===== config.mk =====
export PLATFORM = sky130hd
export DESIGN_NAME = wbc_ctx
export DESIGN_NICKNAME = d
export VERILOG_FILES = /design/src/rtl/wbc_pkg.sv /design/src/rtl/wbc_ctx.sv
export SDC_FILE = /design/constraint.sdc
export NUM_CORES = 1
export LEC_CHECK = 0
export ABC_AREA = 1
export BUFFER_PORTS_ARGS = -buffer_cell sky130_fd_sc_hd__buf_2
export CORE_MARGIN = 2
export CORE_UTILIZATION = 50
export DETAILED_ROUTE_END_ITERATION = 7
export PLACE_DENSITY = 0.78
export SLEW_MARGIN = 20
export SYNTH_ARGS = -nofsm -noshare
export SYNTH_HDL_FRONTEND = slang
export SYNTH_SLANG_ARGS = --single-unit

===== constraint.sdc =====
create_clock -name clk -period 2.9 [get_ports clk]
set_clock_uncertainty 0.2 [all_clocks]
set_input_delay 0.725 -clock clk [delete_from_list [all_inputs] [get_ports clk]]
set_output_delay 0.725 -clock clk [all_outputs]
set_load 0.05 [all_outputs]

===== src/rtl/wbc_pkg.sv =====
package wbc_pkg;

    typedef enum logic [1:0] {
        CTX_IDLE = 2'd0,
        CTX_BUSY = 2'd1,
        CTX_TAIL = 2'd2
    } ctx_state_e;

endpackage


===== src/rtl/wbc_ctx.sv =====
module wbc_ctx
    import wbc_pkg::*;
#(
    parameter int BEAT_W    = 8,
    parameter int MAX_BEATS = 16
) (
    input  logic                        clk,
    input  logic                        rst,
    input  logic                        open_i,
    input  logic [BEAT_W*MAX_BEATS-1:0] exp_i,
    input  logic                        beat_i,
    input  logic [BEAT_W-1:0]           data_i,
    input  logic                        last_i,
    input  logic                        retry_i,
    output logic                        beat_err_o,
    output logic                        done_o
);
    localparam int EXP_W = BEAT_W * MAX_BEATS;
    localparam int CNT_W = $clog2(MAX_BEATS + 1);

    typedef struct packed {
        ctx_state_e       st;
        logic [CNT_W-1:0] idx;
        logic [EXP_W-1:0] exp;
    } ctx_t;

    ctx_t              ctx_d, ctx_q;
    logic [BEAT_W-1:0] exp_byte;
    logic              at_limit;

    always_comb begin
        exp_byte = '0;
        for (int k = 0; k < MAX_BEATS; k++) begin
            if (ctx_q.idx == CNT_W'(k)) exp_byte = ctx_q.exp[EXP_W-1-k*BEAT_W -: BEAT_W];
        end
    end

    assign at_limit = (ctx_q.idx == CNT_W'(MAX_BEATS));

    always_comb begin
        ctx_d      = ctx_q;
        beat_err_o = 1'b0;
        done_o     = 1'b0;
        unique case (ctx_q.st)
            CTX_IDLE: begin
                if (beat_i) beat_err_o = 1'b1;
            end
            CTX_BUSY: begin
                if (beat_i) begin
                    if (at_limit || (data_i != exp_byte)) beat_err_o = 1'b1;
                    if (retry_i)          ctx_d.idx = '0;
                    else if (last_i)      ctx_d.st  = CTX_TAIL;
                    else if (!at_limit)   ctx_d.idx = ctx_q.idx + 1'b1;
                end else if (retry_i) begin
                    ctx_d.idx = '0;
                end
            end
            CTX_TAIL: begin
                if (beat_i) beat_err_o = 1'b1;
                if (retry_i) begin
                    ctx_d.st  = CTX_BUSY;
                    ctx_d.idx = '0;
                end else begin
                    done_o   = 1'b1;
                    ctx_d.st = CTX_IDLE;
                end
            end
            default: ctx_d.st = CTX_IDLE;
        endcase
        if (open_i) begin
            ctx_d.st  = CTX_BUSY;
            ctx_d.idx = '0;
            ctx_d.exp = exp_i;
        end
    end

    always_ff @(posedge clk) begin
        if (rst) begin
            ctx_q.st  <= CTX_IDLE;
            ctx_q.idx <= '0;
            ctx_q.exp <= '0;
        end else begin
            ctx_q <= ctx_d;
        end
    end

    AST_OPEN_LOADS: assert property (@(posedge clk) disable iff (rst)
        open_i |=> (ctx_q.st == CTX_BUSY) && (ctx_q.idx == '0) && (ctx_q.exp == $past(exp_i)));

    AST_BEAT_STEPS: assert property (@(posedge clk) disable iff (rst)
        (ctx_q.st == CTX_BUSY && beat_i && !last_i && !retry_i && !open_i && !at_limit)
        |=> ctx_q.idx == $past(ctx_q.idx) + 1'b1);

    AST_RETRY_REWINDS: assert property (@(posedge clk) disable iff (rst)
        (ctx_q.st != CTX_IDLE && retry_i) |=> ctx_q.idx == '0);

    AST_TAIL_BRIEF: assert property (@(posedge clk) disable iff (rst)
        (ctx_q.st == CTX_TAIL) |=> ctx_q.st != CTX_TAIL);

endmodule


==> impl_results.md <==
- Routed via count: 6970
- Die width: 120.1 um
- Max incr delay on CP: 0.37 ns
- Worst VDD drop: 397.4 uV
- Hold Crit Class: flip-flop to flip-flop
- Unrepaired setup endpoints after global routing: yes
- CP top delay family: simple AND/OR/NAND/NOR gates
- Setup crit start kind: flip-flop
- Most frequent cells after synthesis: nor2_1, nand2_1, o21ai_0
- Layout area overhead: 30.77%
- Core Area: 0.01319 sq mm
- Pin count of the biggest net entering global routing: 79
- Most used cell, CP: nand2_1
- Nets: 1390
- Max-cap violation count: 0
- Routed vias/inst: 4.881
- Bufs and invs on worst path: 2
- Hold-fix buffers at CTS: 0
- Tmin final: 4.076 ns
- Crit path arrival time: 3.15 ns
- Crit-path max FO: 7
- Sequential fraction of the synthesis area: 40.08%
- Largest Register: ctx_q
- Relative slew margins: 56.79%
- Root Buffer: clkbuf_16
- Rows: 42
- Pins over their slew limit: 0
- Final worst slack: -1.176 ns
- Synth area leaders: dfxtp_1, nor2_1, nand2_1, o21ai_0, inv_1
- Worst skew pair latency: 0.42 ns
- # DRC: 0
- Final Setup Violations: 1
- Initial Utilization: 51.12%
- Metal1 wirelength: 8207 um
- Async S/R FF share, synth: 0%
- Vias in the first global route: 6509
- Hold Violations, Final: 0
- Ys Warns: 0
- CTS tree: done
- Outcome: finished, violations left
- Share of post-route cells with drive strength above 1: 25.08%
- R2R setup slack: 0.37 ns
- Syn avg cell area: 6.355 sq um
- Initial antenna violation count: 0
- Worst-Margin Slew: 0.6481 ns
- Max frequency: 0.2453 GHz
- Final WL: 18410 um
- Setup CP Type: flip-flop to primary output
- Drt first-iter violations: 583
- Final Non-Filler Cells: 1428
- Standby leakage power: 0.004354 uW
- Top FF cell, synth: dfxtp_1
- P per Cell Area: 553.1 mW/mm^2
- Ports: 144
- Top-count cell post-synth: nor2_1
- Clock slew at reported path FFs: 0.06 ns
- First-pass GRT wire length: 30080 um
- Top flop regs: ctx_q: 135 flops
- Worst hold slack: 0.2944 ns
- Final period util: 140.6%
- Antenna diodes: 0
- Die area: 0.01443 sq mm
- Synth Register Bits: 135
- Die height: 120.1 um
- TNS Setup: -1.176 ns
- Routed wl met2: 8789 um
- Grt total ovfl: 0
- H-tree depth: 4
- CTS Buf Count: 17
- Clock sinks: 135
- Met3 wire len: 1011 um
- Share of the synthesized area in the top cell type: 40.08%
- Number of flops mapped to enable cells by yosys: 0
- Avg WL per Cell: 12.89 um
- IO buf count: 143
- Routed Antenna Nets: 0
- Critical Path RT: 1.98 ns
- CP Capture Type: primary output
- Power, Total: 4877 uW
- Mapped Area: 0.006743 sq mm
- Critical-path top delay cell: dfxtp_4
- DR pass1 iterations: 5
- Hpwl dp: 12930 um
- Max reg flops: 135
- Mapped Cells: 1061
- Number of fill cells: 1171
- Violated checks: negative setup slack
- Dominant cell type by area after synthesis: dfxtp_1
- Placed Cells: 1384
- Highest routing layer actually used: met4
- GRT Total Usage: 26.07%
- CTS Buffer Depth: 2
- Synth unique cells: 28
- Post-Syn Nets: 1212
- Routability cong.: 0.9558
## through the flow
| step | worst slack [ns] | cell area [sq um] | utilization (%) |
|---|---|---|---|
| 6_report | -1.176 | 8817 | 66.85 |
| 5_1_grt | -1.406 | 8817 | 66.85 |
| 4_1_cts | -1.166 | 8711 | 66.04 |
| 3_5_place_dp | -0.8974 | 7928 | 60.10 |
| 3_3_place_gp | -0.8917 | 7928 | 60.10 |
| 2_1_floorplan | -0.3973 | 6793 | - |
## worst min-delay path, delay by kind of cell (launching register included)
family	cells	cell delay (ns)
flops	1	0.32
compound gates	1	0.07
simple gates	1	0.07
## final timing paths
kind,startpoint,endpoint,cells after the start
worst max-delay path,ctx_q[129]$_SDFFE_PP0P_,beat_err_o,28
worst min-delay path,ctx_q[15]$_SDFFE_PP0P_,ctx_q[15]$_SDFFE_PP0P_,2
worst max register to register,ctx_q[130]$_SDFFE_PP0P_,ctx_q[131]$_SDFFE_PP0P_,12
worst min register to register,ctx_q[15]$_SDFFE_PP0P_,ctx_q[15]$_SDFFE_PP0P_,2
## final cells by class
class                      count  area [sq um]  share of cell area (%)
multi-input combinational    766          3585                   40.66
sequential                   135          2711                   30.75
timing repair buffer         209          1241                   14.08
clock buffer                  20         456.7                   5.180
inverter                     110         427.9                   4.853
tap                          176         220.2                   2.498
clock inverter                12         175.2                   1.987
## metal layers
| metal | vias up | global-route usage, % |
|---|---|---|
| li1 | 3663 | - |
| met1 | 3062 | 33.22 |
| met2 | 209 | 44.00 |
| met3 | 36 | 4.990 |
| met4 | 0 | 9.118 |
| met5 | - | 0 |
## cells by family (layout without fill, tap and decap cells)
logic type,after synthesis,count (layout),share of synthesized area (%)
AO/OA/AOI/OAI,181,181,13.55
adder cells (fa/ha/maj),9,9,1.670
buffers and inverters,161,351,9.389
flip-flops,135,135,40.08
AND/OR/NAND/NOR,575,576,35.31
## cell usage in the layout (no fill, tap or decap), drive strengths merged, types with 6 or more instances in the layout
cell type / n
a21oi: 15
clkinv: 6
buf: 209
o21ai: 163
nand3b: 7
clkbuf: 20
nand2: 223
ha: 9
inv: 109
dfxtp: 135
nor2: 275
or2: 19
nand3: 49
## what timing repair did
action                                  CTS  global route
gates resized for setup                  29            19
cloned                                    1             0
endpoints found under the setup margin    1             1
pin swaps                                25            16
buffers inserted                          7             4
## where the power goes
group          switching (uW)  internal, uW
clock                     799          1480
combinational             314           229
sequential               73.4          1980
Note: power is estimated with default switching activity, not from simulation.
